==> config.mk <==
export PLATFORM = sky130hd
export DESIGN_NAME = dma_chan_regfile
export DESIGN_NICKNAME = d
export VERILOG_FILES = /design/src/rtl/dma_regfile_pkg.sv /design/src/rtl/dma_port_decode.sv /design/src/rtl/dma_byte_ptr.sv /design/src/rtl/dma_chan_regs.sv /design/src/rtl/dma_read_mux.sv /design/src/rtl/dma_chan_regfile.sv
export SDC_FILE = /design/constraint.sdc
export NUM_CORES = 1
export LEC_CHECK = 0
export BUFFER_PORTS_ARGS = -buffer_cell sky130_fd_sc_hd__buf_2
export CORE_MARGIN = 2
export CORE_UTILIZATION = 48
export DETAILED_ROUTE_END_ITERATION = 16
export PLACE_DENSITY = 0.87
export REMOVE_ABC_BUFFERS = 1
export SYNTH_ARGS = -nofsm -noshare
export SYNTH_HDL_FRONTEND = slang
export SYNTH_SLANG_ARGS = --single-unit
==> constraint.sdc <==
create_clock -name clk -period 4 [get_ports clk]
set_input_delay 0.8 -clock clk [delete_from_list [all_inputs] [get_ports clk]]
set_output_delay 0.8 -clock clk [all_outputs]
set_load 0.005 [all_outputs]
==> src/rtl/dma_regfile_pkg.sv <==
package dma_regfile_pkg;
  localparam int NUM_CH = 4;
  localparam int CH_W   = 2;
  localparam int BYTE_W = 8;
  localparam int BASE_W = 16;

  typedef enum logic {
    SEL_ADDR  = 1'b0,
    SEL_COUNT = 1'b1
  } reg_sel_e;

  typedef struct packed {
    logic              valid;
    logic              wr;
    logic [CH_W-1:0]   ch;
    reg_sel_e          sel;
    logic [BYTE_W-1:0] data;
  } access_t;
endpackage

==> src/rtl/dma_port_decode.sv <==
module dma_port_decode
  import dma_regfile_pkg::*;
#(
  parameter int SHIFT  = 0,
  parameter int PORT_W = 8
) (
  input  logic              io_en,
  input  logic              io_wr,
  input  logic [PORT_W-1:0] io_port,
  input  logic [BYTE_W-1:0] io_wdata,
  output access_t           acc
);
  localparam int IDX_W = 4;

  logic [PORT_W-1:0] shifted;
  logic [IDX_W-1:0]  idx;

  always_comb begin
    shifted   = io_port >> SHIFT;
    idx       = shifted[IDX_W-1:0];
    acc.valid = io_en && !idx[3];
    acc.wr    = io_wr;
    acc.ch    = idx[2:1];
    acc.sel   = reg_sel_e'(idx[0]);
    acc.data  = io_wdata;
  end
endmodule

==> src/rtl/dma_byte_ptr.sv <==
module dma_byte_ptr (
  input  logic clk,
  input  logic rst,
  input  logic clr,
  input  logic step,
  output logic ptr_q
);
  always_ff @(posedge clk) begin
    if (rst || clr) ptr_q <= 1'b0;
    else if (step)  ptr_q <= ~ptr_q;
  end
endmodule

==> src/rtl/dma_chan_regs.sv <==
module dma_chan_regs
  import dma_regfile_pkg::*;
#(
  parameter int SHIFT = 0,
  parameter int CUR_W = BASE_W + SHIFT,
  parameter int POS_W = BASE_W + SHIFT + 1
) (
  input  logic              clk,
  input  logic              rst,
  input  logic              wr_en,
  input  logic              hi,
  input  reg_sel_e          sel,
  input  logic [BYTE_W-1:0] wdata,
  input  logic              pos_we,
  input  logic [POS_W-1:0]  pos_in,
  input  logic              addr_we,
  input  logic [CUR_W-1:0]  addr_in,
  output logic [BASE_W-1:0] base_addr,
  output logic [BASE_W-1:0] base_cnt,
  output logic [CUR_W-1:0]  cur_addr,
  output logic [POS_W-1:0]  pos
);
  logic [BASE_W-1:0] merged;
  logic [BASE_W-1:0] next_base_addr;
  logic [BASE_W-1:0] next_base_cnt;
  logic              reload;

  always_comb begin
    merged = (sel == SEL_ADDR) ? base_addr : base_cnt;
    if (hi) merged[BASE_W-1:BYTE_W] = wdata;
    else    merged[BYTE_W-1:0]      = wdata;
    next_base_addr = (wr_en && sel == SEL_ADDR)  ? merged : base_addr;
    next_base_cnt  = (wr_en && sel == SEL_COUNT) ? merged : base_cnt;
    reload = wr_en && hi;
  end

  always_ff @(posedge clk) begin
    if (rst) begin
      base_addr <= '0;
      base_cnt  <= '0;
      cur_addr  <= '0;
      pos       <= '0;
    end else begin
      base_addr <= next_base_addr;
      base_cnt  <= next_base_cnt;
      if (reload) begin
        cur_addr <= CUR_W'(next_base_addr) << SHIFT;
        pos      <= '0;
      end else begin
        if (addr_we) cur_addr <= addr_in;
        if (pos_we)  pos      <= pos_in;
      end
    end
  end
endmodule

==> src/rtl/dma_read_mux.sv <==
module dma_read_mux
  import dma_regfile_pkg::*;
#(
  parameter int SHIFT = 0,
  parameter int CUR_W = BASE_W + SHIFT,
  parameter int POS_W = BASE_W + SHIFT + 1
) (
  input  reg_sel_e          sel,
  input  logic              hi,
  input  logic              dir_down,
  input  logic [CUR_W-1:0]  cur_addr,
  input  logic [POS_W-1:0]  pos,
  input  logic [BASE_W-1:0] base_cnt,
  output logic [BYTE_W-1:0] rbyte
);
  localparam int VAL_W = 32;

  logic [VAL_W-1:0] addr_val;
  logic [VAL_W-1:0] cnt_val;
  logic [VAL_W-1:0] val;
  logic [VAL_W-1:0] moved;

  always_comb begin
    addr_val = dir_down ? (VAL_W'(cur_addr) - VAL_W'(pos))
                        : (VAL_W'(cur_addr) + VAL_W'(pos));
    cnt_val  = (VAL_W'(base_cnt) << SHIFT) - VAL_W'(pos);
    val      = (sel == SEL_ADDR) ? addr_val : cnt_val;
    moved    = val >> (SHIFT + (hi ? BYTE_W : 0));
    rbyte    = moved[BYTE_W-1:0];
  end
endmodule

==> src/rtl/dma_chan_regfile.sv <==
module dma_chan_regfile
  import dma_regfile_pkg::*;
#(
  parameter int SHIFT  = 0,
  parameter int PORT_W = 8,
  localparam int CUR_W = BASE_W + SHIFT,
  localparam int POS_W = BASE_W + SHIFT + 1
) (
  input  logic                     clk,
  input  logic                     rst,
  input  logic                     io_en,
  input  logic                     io_wr,
  input  logic [PORT_W-1:0]        io_port,
  input  logic [BYTE_W-1:0]        io_wdata,
  input  logic                     ff_clr,
  input  logic [NUM_CH-1:0]        dir_down,
  input  logic [NUM_CH-1:0]        pos_we,
  input  logic [NUM_CH*POS_W-1:0]  pos_in,
  input  logic [NUM_CH-1:0]        addr_we,
  input  logic [NUM_CH*CUR_W-1:0]  addr_in,
  output logic [BYTE_W-1:0]        rd_data,
  output logic                     rd_valid,
  output logic [NUM_CH*CUR_W-1:0]  cur_addr_o,
  output logic [NUM_CH*POS_W-1:0]  pos_o,
  output logic [NUM_CH*BASE_W-1:0] base_cnt_o
);
  access_t           acc;
  logic              ptr_q;
  logic [BYTE_W-1:0] rbyte;

  logic [CUR_W-1:0]  cur_arr  [NUM_CH];
  logic [POS_W-1:0]  pos_arr  [NUM_CH];
  logic [BASE_W-1:0] bcnt_arr [NUM_CH];
  logic [BASE_W-1:0] badr_arr [NUM_CH];

  dma_port_decode #(.SHIFT(SHIFT), .PORT_W(PORT_W)) u_dec (
    .io_en    (io_en),
    .io_wr    (io_wr),
    .io_port  (io_port),
    .io_wdata (io_wdata),
    .acc      (acc)
  );

  dma_byte_ptr u_ptr (
    .clk   (clk),
    .rst   (rst),
    .clr   (ff_clr),
    .step  (acc.valid),
    .ptr_q (ptr_q)
  );

  for (genvar c = 0; c < NUM_CH; c++) begin : g_ch
    dma_chan_regs #(.SHIFT(SHIFT), .CUR_W(CUR_W), .POS_W(POS_W)) u_regs (
      .clk       (clk),
      .rst       (rst),
      .wr_en     (acc.valid && acc.wr && (acc.ch == CH_W'(c))),
      .hi        (ptr_q),
      .sel       (acc.sel),
      .wdata     (acc.data),
      .pos_we    (pos_we[c]),
      .pos_in    (pos_in[c*POS_W +: POS_W]),
      .addr_we   (addr_we[c]),
      .addr_in   (addr_in[c*CUR_W +: CUR_W]),
      .base_addr (badr_arr[c]),
      .base_cnt  (bcnt_arr[c]),
      .cur_addr  (cur_arr[c]),
      .pos       (pos_arr[c])
    );
    assign cur_addr_o[c*CUR_W +: CUR_W]  = cur_arr[c];
    assign pos_o[c*POS_W +: POS_W]       = pos_arr[c];
    assign base_cnt_o[c*BASE_W +: BASE_W] = bcnt_arr[c];
  end

  dma_read_mux #(.SHIFT(SHIFT), .CUR_W(CUR_W), .POS_W(POS_W)) u_mux (
    .sel      (acc.sel),
    .hi       (ptr_q),
    .dir_down (dir_down[acc.ch]),
    .cur_addr (cur_arr[acc.ch]),
    .pos      (pos_arr[acc.ch]),
    .base_cnt (bcnt_arr[acc.ch]),
    .rbyte    (rbyte)
  );

  always_ff @(posedge clk) begin
    if (rst) begin
      rd_data  <= '0;
      rd_valid <= 1'b0;
    end else begin
      rd_valid <= acc.valid && !acc.wr;
      if (acc.valid && !acc.wr) rd_data <= rbyte;
    end
  end
endmodule

# After elaboration in Yosys (flattened, before gate mapping)
# Index checks and enable logic that the tools add are counted.
[totals]
wordCells = 100
ramBits = 0
romBits = 0
in_bits = 165
out_inout_bits = 205
latchBits = 0
register_bits = 270
n_memories = 0
[classes]
n_div = 0
multipliers = 0
n_eq_ne = 3
shift = 1
bitwise_logic = 3
n_addsub = 3
n_reduce_logical = 31
muxes = 38
magnitude_cmp = 2
[ops]
columns = ["cell", "n"]
rows = [
  ["$mux 16", 20],
  ["$bmux 16 s2", 2],
  ["$mux 32", 2],
  ["$mux 8", 8],
  ["$sub 16x17->18", 2],
  ["$bmux 17 s2", 1],
  ["$mux 17", 2],
  ["$shr 32x4->8", 1],
  ["$logic_and 1x1->1", 19],
  ["$add 16x17->18", 1],
  ["$reduce_bool 2->1", 4],
  ["$reduce_or 2->1", 4],
  ["$eq 2x2->1 const B", 2],
  ["$mux 4", 1],
  ["$ge 3x3->1 const B", 1],
  ["$lt 2x3->1 const B", 1],
  ["$not 2->3", 1],
  ["$bmux 1 s2", 1],
  ["$eq 2x1->1 const B", 1],
  ["$logic_not 1->1", 2],
  ["$logic_not 2->1", 1],
  ["$not 1->1", 2],
  ["$logic_or 1x1->1", 1],
  ["$mux 1", 1],
]

# Depth between registers and ports, before layout
# Gate-level depths: netlist of the first run.
[logic_depth]
word_depth = 8
mapped_depth = 15
mapped_depth_nobuf = 13

# By module
# Synthesis of the first run repeated with hierarchy kept, for this count alone.
[hier_totals]
cells_unflattened = 1495
area_unflattened_um2 = 15190.8
[modules_own_cells]
columns = ["mod", "n_inst", "cells_each", "area_each_um2", "seq_area_each_um2"]
rows = [
  ["dma_chan_regs", 4, 247, 2696.3, 1301.2],
  ["dma_read_mux", 1, 383, 2655.0, 0.0],
  ["dma_chan_regfile", 1, 108, 1607.8, 180.2],
  ["dma_port_decode", 1, 13, 103.8, 0.0],
  ["dma_byte_ptr", 1, 3, 38.8, 20.0],
]

# Least setup slack after synthesis of the first run
# Ideal clock, no wire load.
[synth_timing]
path_type = "input to register"
from = "input port io_port[2]"
to = "register rd_data[4]"
t_arrival_ns = 4.118
path_stages = 15
setup_ns = 0.117
setup_slack_ns = -0.236
path_cell_list = "buf_2 buf_2 buf_2 mux4_2 inv_1 ha_1 buf_6 a211oi_1 o21ai_1 a31o_2 a2111oi_4 a21o_1 a221oi_2 mux2i_1 a32o_1"
[synth_between]
elab_chain_cells = 8
[synth_lines]
columns = ["element", "line_no", "text"]
rows = [
  ["start, declared", "dma_chan_regfile.sv:13", "input logic [PORT_W-1:0] io_port,"],
  ["$not 2->3 (implied by the code)", "dma_chan_regfile.sv:78, dma_chan_regfile.sv:79, dma_chan_regfile.sv:80", ""],
  ["$bmux 16 s2 or $bmux 17 s2 (tied branches)", "dma_chan_regfile.sv:78, dma_chan_regfile.sv:79", ""],
  ["$mux 16 (implied by the code) or $mux 17 (tied branches) (2 in series)", "dma_chan_regfile.sv:78, dma_chan_regfile.sv:79", ""],
  ["$add 16x17->18 or $sub 16x17->18 (tied branches)", "dma_read_mux.sv:25, dma_read_mux.sv:24", ""],
  ["$mux 32", "dma_read_mux.sv:24", "addr_val = dir_down ? (VAL_W'(cur_addr) - VAL_W'(pos))"],
  ["$mux 32 (*)", "dma_read_mux.sv:27", "val = (sel == SEL_ADDR) ? addr_val : cnt_val;"],
  ["$shr 32x4->8 (*)", "dma_read_mux.sv:28", "moved = val >> (SHIFT + (hi ? BYTE_W : 0));"],
  ["end signal, assigned", "dma_chan_regfile.sv:90", "if (acc.valid && !acc.wr) rd_data <= rbyte;"],
  ["end, declared", "dma_chan_regfile.sv:21", "output logic [BYTE_W-1:0] rd_data,"],
]
# Mark *: on every way between the ends. The rest lies on a longest branch, timed or not. The select of a mux whose other input is x is not followed.
# A chain may end at the register's enable or synchronous reset.

# Worst setup path after layout of the first run
[layout_timing]
from = "input port io_port[2]"
to = "register rd_data[2]"
# The elaborated chain is that of the path after synthesis.

==> results.ini, run 1 <==
[run_status]
outcome=complete, no violations

[power]
power.switching_w=0.00188
power_leakage_nw=8.19
powerDensity_nw_per_um2=406
finalPower_w=0.00703
swShare=0.267
seqPwrFrac=0.406
peakVddDrop_v=0.000341
p_int_w=0.00516
power_frac_comb=0.172
power.share.clock=0.422

[critical_path]
critical_path.most_common_cell=buf_4
cp-end-kind=flop
critPathKind=in -> reg
cp_num_buf_inv=5
reg2reg_depth=13
reg2reg_from=g_ch[1].u_regs.cur_addr[0]$_SDFFE_PP0P_
required_ns=4.49
worstPathCellList=buf_4, buf_4, mux4_2, buf_4, ha_1, inv_1, fa_1, o21bai_1, a211oi_1, o21ai_0, buf_4, a311o_1, a221oi_2, xor2_1, nor2_1, o21ai_1
r2r_end=rd_data[4]$_SDFFE_PP0P_
reg2reg_slack_ns=0.48
startpoint_type=input pin
cp_max_fo=5
slowest_stage=mux4_2
cpPeakStageDelay_ns=0.58
crit_family=compound AO/OA/AOI/OAI gates
crit_arrival_ns=4.15

[floorplanning]
start_util=0.489
rows=61
die_w_um=173
core_area_um2=27900
num_io_pins=370
die_h_um=173
die_area_um2=29800

[clock_tree]
ctsResizeCount=0
cts_buffers=28
clock_sinks=270
post_cts_buffers=0
htreeDepth=1
clkTransAtPathRegs_ns=0.06
ctsRootBufferMaster=clkbuf_16
clk_latency_ns=0.56
cts-hold-fix-buffers=0
cts_tree=yes
clockBufferDepth=3

[placement]
dp_slack_ns=-0.187
place.gp.congestion=0.951
port-buffer-count=365
placed_cell_area_um2=16200
hpwl_um=34000
dp.cells=2142

[sta]
whs_ns=0.414
fin_skew_ns=0.0192
worst_slack_ns=0.338
maxSlewHeadroom=0.517
grt_setup_unrepaired=false
finalCritPeriodShare=0.916
fmax_mhz=273
worst_pin_slew_ns=0.724
hold_viol=0
setup_viol=0
slew_violations=0
min_period_ns=3.66

[cells_and_area]
fin_area_um2=17300
nFillCells=2255
layout_commonest_cell=buf_2
syn_to_final_growth_pct=26.7
layout-drive-gt1-share=0.311
fin_cells=2197
mostFrequentLayoutCells=363 x buf_2, 270 x dfxtp_1, 255 x nor2_1
nets=2007

[drt]
met2WireLength_um=21700
top_layer_used=met4
post_drt_wl_per_cell_um=20.8
drtAntennaViolNets=0
drt-initial-drc-count=975
vias=12700
routed_wl_um=45800
drc=0
dr.pass1.iters=5
wl_met1_um=18400
wl_met3_um=3800
viasPerCell=5.78

[min_path]
hold_class=in -> reg
hold_end=u_ptr.ptr_q$_SDFFE_PP0P_
min_from=ff_clr
hold_path_depth=2

[logic_synthesis]
yosysSeqAreaShare=0.395
synth_area_per_cell_um2=9.67
synth.cell_area_um2=13700
async_flop_share=0
synth_cells=1413
synth_edf_count=0
synth-seq-cells=270
synth_flop_cell=dfxtp_1
yosysWarnings=0
ys_types=62

[global_routing]
antenna_found_initial=3
grt_usage=0.294
grt_max_degree=103
first_global_vias=12500
grt_overflow=0
grt_pass1_wl_um=70400

[job]
drv_cap=0

-- worst reg2reg max path, delay by kind of cell, from the launching register on --
| family | cells | cell delay (ns) |
|---|---|---|
| compound gates | 7 | 1.67 |
| fa+ha+maj | 2 | 0.61 |
| buf+inv | 2 | 0.14 |
| flops | 1 | 0.36 |
| mux | 2 | 0.65 |
-- worst max path at each step --
stage | start | endpoint | depth (start not counted)
3_3_place_gp | io_port[2] | rd_data[4]$_SDFFE_PP0P_ | 14
4_1_cts | io_port[2] | rd_data[4]$_SDFFE_PP0P_ | 14
3_5_place_dp | io_port[2] | rd_data[4]$_SDFFE_PP0P_ | 14
2_1_floorplan | io_port[2] | rd_data[4]$_SDFFE_PP0P_ | 13
6_report | io_port[2] | rd_data[2]$_SDFFE_PP0P_ | 16
5_1_grt | io_port[2] | rd_data[7]$_SDFFE_PP0P_ | 14
-- flip-flops by register name, indices dropped and copies added, names as in the netlist --
register and count:
g_ch.u_regs.base_addr 64, g_ch.u_regs.base_cnt 64, g_ch.u_regs.cur_addr 64, g_ch.u_regs.pos 68
rd_data 8, rd_valid 1, u_ptr.ptr_q 1
-- cell usage after synthesis, types with 4 or more instances --
cell type	number	share of area
a211oi_1	70	0.038
a21o_1	11	0.0060
a21oi_1	51	0.019
a31oi_1	4	0.0018
buf_1	4	0.0011
buf_2	15	0.0055
clkbuf_1	72	0.020
dfxtp_1	270	0.40
ha_1	45	0.041
inv_1	35	0.0096
mux2i_1	231	0.17
mux4_2	49	0.081
nand2_1	67	0.018
nand2b_1	9	0.0041
nand3_1	26	0.0095
nand4_1	4	0.0018
nor2_1	255	0.070
nor2b_1	26	0.012
nor3_1	15	0.0055
o211ai_1	5	0.0027
o21a_1	4	0.0022
o21ai_0	25	0.0092
o22ai_1	4	0.0018
o31ai_1	18	0.0099
or3_1	7	0.0032
xnor2_1	20	0.013
xor2_1	8	0.0051
-- cells by family (layout without fill, tap and decap cells) --
group           after synthesis  after routing  synth area share
buf+inv                     131            534            0.0390
fa+ha+maj                    48             48            0.0456
flops                       270            270             0.395
xor+xnor                     28             28            0.0179
other cells                   0              3                 0
simple gates                428            428             0.135
compound gates              225            225             0.115
mux                         283            283             0.252
-- layout make-up --
cell class / count / area, um2 / area share
multi-input combinational: 1012 / 7740 / 0.447
antenna: 3 / 7.51 / 0.000434
timing repair buffer: 445 / 2490 / 0.144
sequential: 270 / 5410 / 0.312
clock inverter: 16 / 274 / 0.0158
clock buffer: 36 / 782 / 0.0452
tap: 378 / 473 / 0.0273
inverter: 37 / 139 / 0.00802
-- layer usage --
layer,GRT usage,vias up
li1,-,5813
met1,0.372,6135
met2,0.496,631
met3,0.0563,119
met4,0.119,0
met5,0,-
-- power by group through the flow --
stage | clock [W] | sequential [W] | combinational [W]
after floorplan | 0 | 0.00290 | 0.000621
after global placement | 0 | 0.00291 | 0.00116
after detailed placement | 0 | 0.00291 | 0.00118
after CTS | 0.00298 | 0.00285 | 0.00120
after global routing | 0.00309 | 0.00286 | 0.00131
final | 0.00297 | 0.00286 | 0.00121
-- through the flow --
step | TNS, ns | utilization
3_3_place_gp | -0.384 | 0.582
6_report | 0 | 0.620
5_1_grt | 0 | 0.620
4_1_cts | 0 | 0.619
3_5_place_dp | -0.555 | 0.582
2_1_floorplan | 0 | -
No activity file was read; power rests on OpenSTA's default activity.
==> inputs of run 2 (changes only) <==
- CORE_ASPECT_RATIO: default -> 1.75
==> results.ini, run 2 (synthesized netlist as in run 1, its figures left out) <==
[sta]
whs_ns=0.457  ; +0.0431 ns
fmax_mhz=269  ; -1.4%
hold_viol=0  ; unchanged
grt_setup_unrepaired=false
maxSlewHeadroom=0.547  ; +0.0302
setup_viol=0  ; unchanged
finalCritPeriodShare=0.929  ; +0.0134
fin_skew_ns=0.0206  ; +0.00141 ns
min_period_ns=3.72  ; +0.0537 ns
worst_pin_slew_ns=0.679  ; -0.0453 ns
slew_violations=0  ; unchanged

[critical_path]
startpoint_type=input pin
reg2reg_depth=13  ; unchanged
cp_max_fo=5  ; unchanged
cp-end-kind=flop
r2r_end=rd_data[4]$_SDFFE_PP0P_
critPathKind=in -> reg
reg2reg_from=g_ch[3].u_regs.cur_addr[0]$_SDFFE_PP0P_
crit_arrival_ns=4.17  ; +0.02 ns
required_ns=4.45  ; -0.04 ns
reg2reg_slack_ns=0.44  ; -0.04 ns

[power]
seqPwrFrac=0.433  ; +0.027
peakVddDrop_v=0.000340  ; -0.12%
finalPower_w=0.00658  ; -6.5%
p_int_w=0.00475  ; -7.8%
swShare=0.277  ; +0.0107
power_frac_comb=0.190  ; +0.018
power.switching_w=0.00182  ; -2.7%
power.share.clock=0.377  ; -0.045
power_leakage_nw=8.18  ; -0.11%
powerDensity_nw_per_um2=382  ; -5.9%

[drt]
vias=12600  ; -0.46%
drtAntennaViolNets=0  ; unchanged
post_drt_wl_per_cell_um=21.2  ; +1.6%
drt-initial-drc-count=800  ; -18%
viasPerCell=5.75  ; -0.59%
routed_wl_um=46600  ; +1.7%
drc=0  ; unchanged
dr.pass1.iters=5  ; unchanged

[min_path]
hold_end=u_ptr.ptr_q$_SDFFE_PP0P_
hold_class=in -> reg
hold_path_depth=2  ; unchanged
min_from=ff_clr

[floorplanning]
rows=81  ; +33%
num_io_pins=370  ; unchanged
core_area_um2=28000  ; +0.13%
die_area_um2=29900  ; +0.18%
die_h_um=227  ; +32%
start_util=0.489  ; -0.000657
die_w_um=132  ; -24%

[clock_tree]
clock_sinks=270  ; unchanged
ctsRootBufferMaster=clkbuf_16
clk_latency_ns=0.55  ; about the same
cts_buffers=25  ; -11%
ctsResizeCount=0  ; unchanged
clkTransAtPathRegs_ns=0.07  ; about the same
clockBufferDepth=3  ; unchanged
cts_tree=yes
post_cts_buffers=0  ; unchanged
htreeDepth=1  ; unchanged
cts-hold-fix-buffers=0  ; unchanged

[placement]
hpwl_um=35800  ; +5.2%
dp.cells=2156  ; +0.65%
place.gp.congestion=0.969  ; +1.8%
port-buffer-count=365  ; unchanged

[cells_and_area]
layout_commonest_cell=buf_2
antenna-diode-count=0  ; -3
syn_to_final_growth_pct=25.9
nFillCells=2252  ; -0.13%
nets=2023  ; +0.80%
multi_input_area_um2=7740  ; unchanged
ff_latch_area_um2=5410  ; unchanged
largest_register=g_ch.u_regs.pos
layout-drive-gt1-share=0.316  ; +0.00579
mostFrequentLayoutCells=363 x buf_2, 270 x dfxtp_1, 255 x nor2_1
fin_util=0.615  ; -0.00445
fin_cells=2200  ; +0.14%
largest_reg_flops=68  ; unchanged

[global_routing]
antenna_found_initial=0  ; -3
grt_max_degree=125  ; +21%
grt_pass1_wl_um=70000  ; -0.46%
grt_usage=0.300  ; +0.00590
first_global_vias=12800  ; +2.2%
grt_overflow=0  ; unchanged

[job]
drv_cap=0  ; unchanged

[run_status]
outcome=complete, no violations

==> run 2: cell types whose count changed in the layout (fill, tap and decap cells not counted) <==
| cell | before | now |
|---|---|---|
| bufinv_16 | 7 | 2 |
| inv_6 | 0 | 1 |
| buf_4 | 77 | 98 |
| diode_2 | 3 | 0 |
| clkbuf_1 | 4 | 1 |
| clkbuf_8 | 3 | 7 |
| clkbuf_16 | 29 | 25 |
| buf_12 | 4 | 2 |
| clkinvlp_4 | 3 | 2 |
==> run 2: worst max path at each step <==
stage	startpoint	endpoint	cells after the start
3_5_place_dp	io_port[2]	rd_data[4]$_SDFFE_PP0P_	14
3_3_place_gp	io_port[2]	rd_data[4]$_SDFFE_PP0P_	14
6_report	io_port[2]	rd_data[4]$_SDFFE_PP0P_	14
4_1_cts	io_port[2]	rd_data[4]$_SDFFE_PP0P_	14
5_1_grt	io_port[2]	rd_data[7]$_SDFFE_PP0P_	15
2_1_floorplan	io_port[2]	rd_data[4]$_SDFFE_PP0P_	13
==> run 2: routing by layer <==
layer / share of wire / routed length, um / GRT usage / vias up
met4: 0.076 / 3560 / 0.215 / 0
met3: 0.057 / 2660 / 0.0448 / 205
met2: 0.51 / 23800 / 0.548 / 600
met5: 0 / 0 / 0 / -
li1: - / - / - / 5850
met1: 0.36 / 16600 / 0.315 / 5985
==> run 2: worst max-delay path, cell delays in order <==
cell and delay (ns):
buf_4 0.19, mux4_2 0.56, inv_1 0.09, ha_1 0.15, inv_1 0.06, fa_1 0.48
a211oi_1 0.34, o21ai_1 0.18, a31o_2 0.29, a2111oi_4 0.41, a21o_1 0.14, a221oi_2 0.06
mux2i_1 0.14, a32o_1 0.25
==> run 2: power by group through the flow <==
stage          clock network (W)  logic [W]  registers, W
4_1_cts                  0.00250    0.00124       0.00285
6_report                 0.00248    0.00125       0.00285
3_3_place_gp                   0    0.00120       0.00290
3_5_place_dp                   0    0.00123       0.00291
5_1_grt                  0.00261    0.00134       0.00286
2_1_floorplan                  0   0.000621       0.00290
==> run 2: metrics by stage <==
step	setup slack, ns	cell area (um2)	TNS (ns)
global placement	-0.241	16400	-0.720
CTS	0.302	17200	0
detailed placement	-0.277	16400	-1.13
global route	0.166	17200	0
finish	0.284	17200	0
floorplan	0.338	13300	0
==> run 2: final cells by class <==
cell class / count / share of cell area
Multi-Input combinational cell: 1012 / 0.450
Sequential cell: 270 / 0.314
Timing Repair Buffer: 464 / 0.151
Clock buffer: 33 / 0.0422
Tap cell: 373 / 0.0271
Inverter: 37 / 0.00807
Clock inverter: 11 / 0.00727
